<file path="src/rtl/twi_pkg.sv">
package twi_pkg;
   localparam int BYTE_W = 8;

   typedef enum logic [2:0] {
      ST_IDLE,
      ST_ADDR,
      ST_ACK,
      ST_CMD,
      ST_WR,
      ST_RD,
      ST_RACK,
      ST_WAIT
   } twi_state_e;

   typedef enum logic [1:0] {
      K_ADDR,
      K_CMD,
      K_DATA
   } ack_kind_e;
endpackage

</file>
<file path="src/rtl/twi_bus_cond.sv">
module twi_bus_cond (
   input  logic clk,
   input  logic rst_n,
   input  logic scl_i,
   input  logic sda_i,
   output logic start_o,
   output logic stop_o,
   output logic scl_rise_o,
   output logic scl_fall_o
);
   logic scl_q, sda_q;

   always_ff @(posedge clk or negedge rst_n) begin
      if (!rst_n) begin
         scl_q <= 1'b1;
         sda_q <= 1'b1;
      end else begin
         scl_q <= scl_i;
         sda_q <= sda_i;
      end
   end

   assign start_o    = scl_i & scl_q & sda_q & ~sda_i;
   assign stop_o     = scl_i & scl_q & ~sda_q & sda_i;
   assign scl_rise_o = scl_i & ~scl_q;
   assign scl_fall_o = ~scl_i & scl_q;
endmodule

</file>
<file path="src/rtl/twi_addr_match.sv">
module twi_addr_match #(
   parameter int PREFIX_W = 3,
   parameter logic [PREFIX_W-1:0] PREFIX = 3'b101,
   parameter int STRAP_N = 2,
   localparam int STRAP_BITS = 2 * STRAP_N
) (
   input  logic [STRAP_BITS-1:0] straps_i,
   input  logic [7:0]            byte_i,
   output logic                  match_o
);
   logic [STRAP_BITS-1:0] low_bits;

   if (PREFIX_W + STRAP_BITS != 7) begin : g_bad_width
      $error("prefix and straps must form a 7-bit address");
   end

   for (genvar g = 0; g < STRAP_N; g++) begin : g_strap
      assign low_bits[2*g +: 2] = straps_i[2*g +: 2];
   end

   assign match_o = (byte_i[7:1] == {PREFIX, low_bits});
endmodule

</file>
<file path="src/rtl/twi_ptr_step.sv">
module twi_ptr_step #(
   parameter int PTR_W = 7,
   parameter logic [PTR_W-1:0] FONT_REG = 7'h05,
   parameter bit SATURATE_TOP = 1'b1
) (
   input  logic [PTR_W-1:0] ptr_i,
   output logic [PTR_W-1:0] ptr_next_o,
   output logic             font_step_o
);
   localparam logic [PTR_W-1:0] TOP_PTR = '1;

   assign font_step_o = (ptr_i == FONT_REG);

   if (SATURATE_TOP) begin : g_sat
      assign ptr_next_o = (font_step_o || ptr_i == TOP_PTR) ? ptr_i : ptr_i + 1'b1;
   end else begin : g_wrap
      assign ptr_next_o = font_step_o ? ptr_i : ptr_i + 1'b1;
   end
endmodule

</file>
<file path="src/rtl/twi_regslave.sv">
module twi_regslave
   import twi_pkg::*;
#(
   parameter int PTR_W = 7,
   parameter int FONT_PTR_W = 7,
   parameter logic [PTR_W-1:0] FONT_REG = 7'h05,
   parameter logic [PTR_W-1:0] RSVD_REG = 7'h06,
   parameter bit SATURATE_TOP = 1'b1,
   parameter logic [2:0] ADDR_PREFIX = 3'b101
) (
   input  logic                  clk,
   input  logic                  rst_n,
   input  logic                  scl_i,
   input  logic                  sda_i,
   output logic                  sda_oe_o,
   input  logic [1:0]            strap_hi_i,
   input  logic [1:0]            strap_lo_i,
   output logic [PTR_W-1:0]      reg_addr_o,
   output logic                  reg_wr_o,
   output logic [BYTE_W-1:0]     reg_wdata_o,
   output logic                  reg_rd_o,
   input  logic [BYTE_W-1:0]     reg_rdata_i,
   output logic [FONT_PTR_W-1:0] font_ptr_o
);
   localparam int CNT_W = $clog2(BYTE_W + 1);
   localparam logic [CNT_W-1:0] CNT_FULL = CNT_W'(BYTE_W);
   localparam logic [CNT_W-1:0] CNT_LAST = CNT_W'(BYTE_W - 1);
   localparam logic [PTR_W-1:0] TOP_PTR = '1;

   if (PTR_W < 3 || PTR_W > BYTE_W - 1) begin : g_bad_ptr
      $error("PTR_W must lie between 3 and 7");
   end
   if (FONT_REG == RSVD_REG) begin : g_bad_regs
      $error("font and reserved registers must differ");
   end

   twi_state_e state;
   ack_kind_e kind;
   logic rw_q, nack_q, oe_q;
   logic [CNT_W-1:0] bitcnt;
   logic [BYTE_W-1:0] shreg, tx_q;
   logic [PTR_W-1:0] ptr_q, ptr_next;
   logic [FONT_PTR_W-1:0] font_q;
   logic start_det, stop_det, scl_rise, scl_fall;
   logic addr_ok, font_step;
   logic wr_done, wr_stb, rd_stb, byte_adv;

   twi_bus_cond u_cond (
      .clk(clk), .rst_n(rst_n), .scl_i(scl_i), .sda_i(sda_i),
      .start_o(start_det), .stop_o(stop_det),
      .scl_rise_o(scl_rise), .scl_fall_o(scl_fall)
   );

   twi_addr_match #(.PREFIX_W(3), .PREFIX(ADDR_PREFIX), .STRAP_N(2)) u_match (
      .straps_i({strap_hi_i, strap_lo_i}), .byte_i(shreg), .match_o(addr_ok)
   );

   twi_ptr_step #(.PTR_W(PTR_W), .FONT_REG(FONT_REG), .SATURATE_TOP(SATURATE_TOP)) u_step (
      .ptr_i(ptr_q), .ptr_next_o(ptr_next), .font_step_o(font_step)
   );

   assign wr_done  = (state == ST_WR) && scl_fall && (bitcnt == CNT_FULL);
   assign wr_stb   = wr_done && (ptr_q != RSVD_REG);
   assign rd_stb   = scl_fall && (((state == ST_ACK) && (kind == K_ADDR) && rw_q) ||
                                  ((state == ST_RACK) && !nack_q));
   assign byte_adv = wr_done || rd_stb;

   always_ff @(posedge clk or negedge rst_n) begin
      if (!rst_n) begin
         state  <= ST_IDLE;
         kind   <= K_ADDR;
         rw_q   <= 1'b0;
         nack_q <= 1'b0;
         oe_q   <= 1'b0;
         bitcnt <= '0;
         shreg  <= '0;
         tx_q   <= '0;
         ptr_q  <= '0;
         font_q <= '0;
      end else if (start_det) begin
         state  <= ST_ADDR;
         bitcnt <= '0;
         oe_q   <= 1'b0;
      end else if (stop_det) begin
         state <= ST_IDLE;
         oe_q  <= 1'b0;
      end else begin
         unique case (state)
            ST_ADDR, ST_CMD, ST_WR: begin
               if (scl_rise && bitcnt != CNT_FULL) begin
                  shreg  <= {shreg[BYTE_W-2:0], sda_i};
                  bitcnt <= bitcnt + 1'b1;
               end else if (scl_fall && bitcnt == CNT_FULL) begin
                  if (state == ST_ADDR) begin
                     if (addr_ok) begin
                        rw_q  <= shreg[0];
                        kind  <= K_ADDR;
                        oe_q  <= 1'b1;
                        state <= ST_ACK;
                     end else begin
                        state <= ST_WAIT;
                     end
                  end else begin
                     if (state == ST_CMD) begin
                        ptr_q <= shreg[PTR_W-1:0];
                        kind  <= K_CMD;
                     end else begin
                        kind <= K_DATA;
                     end
                     oe_q  <= 1'b1;
                     state <= ST_ACK;
                  end
               end
            end
            ST_ACK: begin
               if (scl_fall) begin
                  bitcnt <= '0;
                  if (rd_stb) begin
                     tx_q  <= reg_rdata_i;
                     oe_q  <= ~reg_rdata_i[BYTE_W-1];
                     state <= ST_RD;
                  end else begin
                     oe_q  <= 1'b0;
                     state <= (kind == K_ADDR) ? ST_CMD : ST_WR;
                  end
               end
            end
            ST_RD: begin
               if (scl_fall) begin
                  if (bitcnt == CNT_LAST) begin
                     oe_q   <= 1'b0;
                     bitcnt <= '0;
                     state  <= ST_RACK;
                  end else begin
                     tx_q   <= tx_q << 1;
                     oe_q   <= ~tx_q[BYTE_W-2];
                     bitcnt <= bitcnt + 1'b1;
                  end
               end
            end
            ST_RACK: begin
               if (scl_rise) begin
                  nack_q <= sda_i;
               end else if (scl_fall) begin
                  if (rd_stb) begin
                     tx_q  <= reg_rdata_i;
                     oe_q  <= ~reg_rdata_i[BYTE_W-1];
                     state <= ST_RD;
                  end else begin
                     oe_q  <= 1'b0;
                     state <= ST_WAIT;
                  end
               end
            end
            default: ;
         endcase
         if (byte_adv) begin
            ptr_q <= ptr_next;
            if (font_step) font_q <= font_q + 1'b1;
         end
      end
   end

   assign sda_oe_o    = oe_q;
   assign reg_addr_o  = ptr_q;
   assign reg_wr_o    = wr_stb;
   assign reg_wdata_o = shreg;
   assign reg_rd_o    = rd_stb;
   assign font_ptr_o  = font_q;

   // ordinary ranges step the pointer by one
   a_r5_ptr_step: assert property (@(posedge clk) disable iff (!rst_n)
      byte_adv && ptr_q != FONT_REG && ptr_q != TOP_PTR |=> ptr_q == $past(ptr_q) + 1'b1);

   // font register holds the pointer and steps the font pointer
   a_r6_font_hold: assert property (@(posedge clk) disable iff (!rst_n)
      byte_adv && ptr_q == FONT_REG |=> ptr_q == FONT_REG && font_ptr_o == $past(font_ptr_o) + 1'b1);

   // the top address saturates
   a_r6_top_hold: assert property (@(posedge clk) disable iff (!rst_n)
      SATURATE_TOP && byte_adv && ptr_q == TOP_PTR |=> ptr_q == TOP_PTR);

   // no write strobe while the pointer sits on the reserved address
   a_r7_no_rsvd_write: assert property (@(posedge clk) disable iff (!rst_n)
      reg_wr_o |-> reg_addr_o != RSVD_REG);

   // at most one register strobe per cycle
   a_r4_one_strobe: assert property (@(posedge clk) disable iff (!rst_n)
      $onehot0({reg_wr_o, reg_rd_o}));

   // data enable steady while SCL is high
   a_r8_sda_hold: assert property (@(posedge clk) disable iff (!rst_n)
      scl_i && $past(scl_i) |-> $stable(sda_oe_o));

   // STOP releases the data line
   a_r8_stop_release: assert property (@(posedge clk) disable iff (!rst_n)
      stop_det |=> !sda_oe_o);

   // idle and ignore states never drive the line
   a_r10_idle_release: assert property (@(posedge clk) disable iff (!rst_n)
      (state == ST_IDLE || state == ST_WAIT) |-> !sda_oe_o);
endmodule

</file>
<file path="config.mk">
export PLATFORM = sky130hd
export DESIGN_NAME = twi_regslave
export DESIGN_NICKNAME = d
export VERILOG_FILES = /design/src/rtl/twi_pkg.sv /design/src/rtl/twi_bus_cond.sv /design/src/rtl/twi_addr_match.sv /design/src/rtl/twi_ptr_step.sv /design/src/rtl/twi_regslave.sv
export SDC_FILE = /design/constraint.sdc
export NUM_CORES = 1
export LEC_CHECK = 0
export ABC_AREA = 0
export BUFFER_PORTS_ARGS = -buffer_cell sky130_fd_sc_hd__buf_2
export CORE_ASPECT_RATIO = 1.1
export CORE_MARGIN = 4
export CORE_UTILIZATION = 42
export CTS_CLUSTER_DIAMETER = 30
export DETAILED_ROUTE_END_ITERATION = 10
export PLACE_DENSITY_LB_ADDON = 0.2
export SYNTH_ARGS = -nofsm -noshare
export SYNTH_HDL_FRONTEND = slang
export SYNTH_SLANG_ARGS = --single-unit
export TNS_END_PERCENT = 5
</file>
<file path="constraint.sdc">
create_clock -name clk -period 1.85 [get_ports clk]
set_clock_uncertainty 0.15 [all_clocks]
set_input_delay 0.37 -clock clk [delete_from_list [all_inputs] [get_ports clk]]
set_output_delay 0.37 -clock clk [all_outputs]
set_load 0.02 [all_outputs]
</file>
==> flow_summary.json, run 1 <==
{
  "holdPathEnd": "u_cond.scl_q",
  "overflow": 0,
  "nets": 388,
  "totalWireLength_um": 6690,
  "finalHoldViolations": 0,
  "numCtsBuffers": 5,
  "drv_cap": 0,
  "place_area_um2": 3390,
  "cp-end-kind": "flop",
  "hold_depth": 1,
  "clockBufferDepth": 2,
  "cts.sinks": 43,
  "max_freq_ghz": 0.473,
  "cts_root_buf": "clkbuf_8",
  "gp_congestion": 0.879,
  "async_flop_share": 1.00,
  "outcome": "complete, but fails checks",
  "start_util": 0.442,
  "ys_ff_latch": 43,
  "grt_pass1_vias": 2356,
  "path_max_fanout": 6,
  "rr_startpoint": "state[2]",
  "num_rows": 29,
  "slew_viol_final": 0,
  "io_buffers": 40,
  "synth_enable_flop_cells": 0,
  "die_h_um": 90.8,
  "antenna_left": 0,
  "clock_latency_ps": 300,
  "yosysWarnings": 0,
  "reg2reg_depth": 8,
  "timing.hold.ws_ps": 51.2,
  "cp_num_buf_inv": 3,
  "areaGrowthSynthToFinish_pct": 43.1,
  "p_total_mw": 5.06,
  "tightest_slew_ps": 377,
  "ys_seq_area_frac": 0.412,
  "post_synth.cell_area_avg_um2": 10.4,
  "critPathSlowestCell": "dfrtp_2",
  "setup-violations-final": 38,
  "grt_max_degree": 30,
  "viasPerCell": 5.39,
  "dpl_worst_slack_ps": -228,
  "failed_checks": "negative setup slack",
  "wl_per_cell_um": 15.1,
  "clkSlewWorstSetupHoldPaths_ps": 80,
  "dieArea_um2": 7550,
  "drt_iter0_markers": 132,
  "crit_path_frequent_cell": "buf_6",
  "synthDistinctLibCells": 63,
  "max_stage_delay_ps": 440,
  "synth_fp_nets": 273,
  "fillers": 451,
  "synthFlopType": "dfrtp_1",
  "p_per_area_nw_per_um2": 1350,
  "netlist_area_um2": 2620,
  "hp-start": "scl_i",
  "pin_count": 41,
  "grt_usage": 0.175,
  "rrSetupSlack_ps": -270,
  "antenna_found_initial": 0,
  "r2r-end": "reg_addr_o[1]",
  "worst_slack_ps": -265,
  "drc_errors": 0,
  "start_kind": "flop",
  "fin_crit_ps": 2120,
  "critPathKind": "reg -> reg",
  "grt_first_pass_wirelength_um": 11000,
  "cts_tree": "built",
  "fin_crit_sh": 1.14,
  "path_delay_family": "compound AO/OA/AOI/OAI gates",
  "crit_required_ps": 1910,
  "worstPathCellList": "nor4b_2 > buf_4 > o211ai_4 > buf_6 > a211oi_4 > buf_6 > nor2_4 > a221oi_2",
  "dp.final_hpwl_um": 4960,
  "firstDrtPassIters": 4,
  "syn_inst": 251,
  "power.leakage_nw": 1.80,
  "vias": 2395,
  "peakVddDrop_uv": 800,
  "drive_above_1_share": 0.493,
  "hp-class": "in -> reg",
  "max-slew-margin-rel": 0.748,
  "stdcell_area_um2": 3740,
  "cp_data_arrival_time_ps": 2170,
  "worst-path-stages": 8,
  "cts.htree.levels": 2,
  "rsz0062_at_grt": "true",
  "core_um2": 5910,
  "die_w_um": 83.2,
  "antenna_cells": 0
}
## state kept, by name, summed over array words and instances, names as in the netlist
signal,count
sda_oe_o,1
kind,2
rw_q,1
reg_addr_o,7
tx_q,7
bitcnt,4
u_cond.sda_q,1
state,3
u_cond.scl_q,1
reg_wdata_o,8
font_ptr_o,7
nack_q,1
## per-layer routing
layer,track usage,wire length [um],vias up
li1,-,-,1162
met1,0.217,2980,1158
met2,0.295,3270,59
met3,0.0347,271,16
met4,0.0708,162,0
met5,0,0,-
## kinds of logic (layout without fill, tap and decap cells)
group | count (synthesis) | in the layout | synth area share
AO/OA/AOI/OAI | 60 | 60 | 0.185
adder cells (fa/ha/maj) | 6 | 6 | 0.0287
AND/OR/NAND/NOR | 88 | 88 | 0.195
XOR/XNOR | 11 | 11 | 0.0368
multiplexers | 25 | 25 | 0.107
buffers and inverters | 18 | 134 | 0.0354
flip-flops | 43 | 43 | 0.412
## cells in the mapped netlist (2+ instances only)
library cell	count	share of area
mux2_2	16	0.069
and3_1	8	0.019
a2bb2oi_1	3	0.010
a21o_1	3	0.0086
a221oi_1	2	0.0067
nor3b_1	2	0.0057
nand3b_1	3	0.0086
o221ai_1	2	0.0067
nor2_2	2	0.0048
nor2b_1	5	0.012
nand2_1	17	0.024
o22ai_2	2	0.0096
a21oi_1	13	0.025
buf_2	5	0.0096
nor3_1	5	0.0096
nand2b_1	3	0.0072
or3_1	3	0.0072
dfstp_2	2	0.020
buf_4	3	0.0086
a311oi_1	2	0.0067
xnor2_1	6	0.020
a211oi_1	5	0.014
dfrtp_1	41	0.39
o41ai_1	2	0.0067
o211ai_1	3	0.0086
nor2_1	15	0.022
inv_1	8	0.011
xor2_1	5	0.017
and4_1	2	0.0067
nand3_1	7	0.013
o21ai_0	7	0.013
ha_1	6	0.029
a31oi_1	2	0.0048
mux2_1	8	0.034
nand4_1	5	0.012
## what timing repair did
| item | 4_1_cts | 5_1_grt |
|---|---|---|
| setup endpoints to repair | 37 | 39 |
| setup buffers | 5 | 6 |
| resized for setup | 14 | 20 |
| gates cloned | 0 | 0 |
| pin swaps | 6 | 9 |
| hold endpoints to repair | 14 | 0 |
| hold buffers | 1 | 0 |
## worst register-to-register path: stages (launching register included)
cell      delay [ps]
dfrtp_2          440
nor4b_2          290
buf_4            170
o211ai_4          80
buf_6            140
a211oi_4         350
buf_6            160
nor2_4            40
a221oi_2         210
## how the worst max path moves through the flow
stage                     startpoint        endpoint  slack (ps)
after global routing        state[2]   reg_addr_o[1]        -300
after floorplan            bitcnt[0]  reg_wdata_o[1]         -40
final                       state[2]   reg_addr_o[1]        -270
after detailed placement       scl_i   reg_addr_o[2]        -230
after CTS                  bitcnt[0]        reg_wr_o        -240
after global placement      state[0]         tx_q[3]        -180
## report_power, final
group / internal [mW] / total, mW / switching [mW]
combinational: 1.42 / 2.78 / 1.36
clock: 0.402 / 0.752 / 0.349
sequential: 1.26 / 1.52 / 0.261
## per-stage QoR
stage               setup TNS (ps)  std cells  utilization
finish                       -4740        444        0.633
global route                 -7560        444        0.633
CTS                          -5430        438        0.609
detailed placement           -5070        424        0.573
global placement             -4190        424        0.573
floorplan                     -404        251            -
## area by class of cell
class                      count  area, um^2  area share
inverter                       9        33.8     0.00903
clock inverter                 3        43.8      0.0117
timing repair buffer         117         870       0.232
sequential                    43        1080       0.290
clock buffer                   5        68.8      0.0184
multi-input combinational    190        1550       0.413
tap                           77        96.3      0.0257
## layout by cell type, fill, tap and decap left out, types with 3 or more instances in the layout
master     count
a211oi_1       5
ha_1           5
nand2b_1       3
nand3_1        7
nand4_1        5
dfrtp_2        5
mux2_1         8
a2bb2oi_1      3
xnor2_1        6
buf_6          9
buf_4         65
inv_1          7
nor2_1        13
buf_2         38
clkbuf_8       5
buf_12         4
o211ai_1       3
nand3b_1       3
xor2_1         5
a21o_1         3
nor2b_1        5
a21oi_1       12
and3_1         7
nand2_1       17
nor3_1         4
o21ai_0        6
mux2_2        16
dfrtp_1       36
Note: power is estimated with default switching activity, not from simulation.
==> run 2, diff against run 1 <==
==> constraint.sdc (replaced) <==
create_clock -name clk -period 1.7 [get_ports clk]
set_clock_uncertainty 0.15 [all_clocks]
set_input_delay 0.34 -clock clk [delete_from_list [all_inputs] [get_ports clk]]
set_output_delay 0.34 -clock clk [all_outputs]
set_load 0.02 [all_outputs]
==> run 2 against run 1 <==
  * The run still ends with negative setup slack left
  * Routed wire length rose by 3.1%
  * Global-route usage rose by 1.5 points
  * Highest routed layer unchanged
  * Register-to-register slack got worse by 70 ps
  * Critical path depth fell by 1
  * Sequential share of layout area fell by 0.75 points
  * Cell count rose by 2.0%
  * Largest power group unchanged
  * Sequential cell count did not move
  * Clock power rose by 26%
  * Setup slack got worse by 140 ps
  * Via count rose by 1.3%
==> flow_summary.json, run 2 (synthesis gave the netlist of run 1 again) <==
{
  "cts.sinks": 43,
  "vias": 2425,
  "largest_register_ffs": 8,
  "clock_latency_ps": 300,
  "die_h_um": 90.8,
  "power.leakage_nw": 1.86,
  "dpl_worst_slack_ps": -357,
  "dieArea_um2": 7550,
  "hold_depth": 1,
  "numCtsBuffers": 5,
  "wl_per_cell_um": 15.2,
  "max_freq_ghz": 0.474,
  "power.share.switching": 0.379,
  "combPwrFrac": 0.552,
  "antenna_cells": 0,
  "drv_cap": 0,
  "tightest_slew_ps": 451,
  "grt_pass1_vias": 2491,
  "start_kind": "flop",
  "clockBufferDepth": 2,
  "hp-class": "in -> reg",
  "path_max_fanout": 2,
  "reg2reg_depth": 9,
  "layout_common_cells": "80 x buf_4, 38 x dfrtp_1, 38 x buf_2, 16 x nand2_1, 14 x nor2_1",
  "io_buffers": 40,
  "drc_errors": 0,
  "cts.htree.levels": 2,
  "start_util": 0.442,
  "worstPathCellList": "inv_1 > ha_2 > and3b_2 > nand3_4 > buf_6 > a31oi_4 > buf_6",
  "cp-end-kind": "output pin",
  "failed_checks": "negative setup slack",
  "path_delay_family": "flip-flops",
  "die_w_um": 83.2,
  "peakVddDrop_uv": 890,
  "areaGrowthSynthToFinish_pct": 46.6,
  "drive_above_1_share": 0.511,
  "critPathKind": "reg -> out",
  "worst-path-stages": 7,
  "stdcell_area_um2": 3830,
  "drt_iter0_markers": 75,
  "timing.hold.ws_ps": 28.7,
  "totalWireLength_um": 6890,
  "max-slew-margin-rel": 0.697,
  "critPathSlowestCell": "dfrtp_1",
  "max_stage_delay_ps": 380,
  "cts_root_buf": "clkbuf_8",
  "dp_cells": 438,
  "fin_crit_ps": 2110,
  "power.internal_mw": 3.56,
  "power_frac_clock": 0.165,
  "final_common_cell": "buf_4",
  "antenna_left": 0,
  "gp_congestion": 0.830,
  "cp_data_arrival_time_ps": 1620,
  "core_um2": 5910,
  "nets": 397,
  "place_area_um2": 3490,
  "firstDrtPassIters": 4,
  "seqPwrFrac": 0.283,
  "p_sw_mw": 2.18,
  "fin_crit_sh": 1.24,
  "grt_max_degree": 30,
  "crit_required_ps": 1210,
  "grt_first_pass_wirelength_um": 11800,
  "finalNonFillerCells": 453,
  "cts_tree": "built",
  "rsz0062_at_grt": "true",
  "antenna_found_initial": 0,
  "outcome": "complete, but fails checks",
  "finalHoldViolations": 0,
  "worst_slack_ps": -408,
  "slew_viol_final": 0,
  "pin_count": 41,
  "dp.final_hpwl_um": 5150,
  "grt_usage": 0.189,
  "cp_num_buf_inv": 3,
  "finalSetupTns_ps": -10580,
  "p_per_area_nw_per_um2": 1500,
  "num_rows": 29,
  "p_total_mw": 5.73,
  "viasPerCell": 5.35,
  "clkSlewWorstSetupHoldPaths_ps": 80,
  "overflow": 0,
  "setup-violations-final": 42,
  "crit_path_frequent_cell": "buf_6",
  "fin_util": 0.648
}
-- run 2: what timing repair did --
item | 4_1_cts | 5_1_grt
hold endpoints to repair | 14 | 0
pin swaps | 9 | 7
hold buffers | 1 | 0
endpoints found under the setup margin | 42 | 43
resized for setup | 19 | 18
buffers inserted | 6 | 0
-- run 2: path summary, 6_finish.rpt --
check,slack (ps),endpoint,from
min in group asynchronous,340,reg_addr_o[4],rst_n
hold / removal,30,u_cond.scl_q,scl_i
setup / recovery,-410,reg_wr_o,bitcnt[0]
setup reg to reg,-340,reg_addr_o[3],bitcnt[0]
hold reg to reg,340,font_ptr_o[4],font_ptr_o[4]
max in group asynchronous,510,u_cond.scl_q,rst_n
-- run 2: cell type report --
type,instances,area (um^2)
fillers,478,2080
multi-input cells,190,1600
flip-flops and latches,43,1080
repair buffers,126,888
well taps,77,96.3
clock buffers,6,72.6
clock inverters,2,60.1
inverters,9,33.8
-- run 2: layer usage --
metal	vias up	global-route usage	share of wire
met1	1180	0.235	0.44
met3	10	0.0392	0.037
met5	-	0	0
li1	1181	-	-
met2	54	0.332	0.51
met4	0	0.0531	0.015
-- run 2: worst reg2reg max path: stages, from the launching register on --
cell       delay (ps)
dfrtp_1           380
inv_1              60
ha_2              160
and3b_2           230
nand3_4            90
buf_4             170
a211oi_4          330
buf_4             190
nand2_1            70
a2bb2oi_2         140
-- run 2: power by group through the flow --
stage | Clock [mW] | Sequential, mW | Combinational, mW
after floorplan | 0 | 1.85 | 1.40
after global placement | 0 | 1.64 | 2.81
after detailed placement | 0 | 1.64 | 2.85
after CTS | 0.961 | 1.62 | 3.03
after global routing | 1.01 | 1.67 | 3.47
final | 0.944 | 1.62 | 3.17
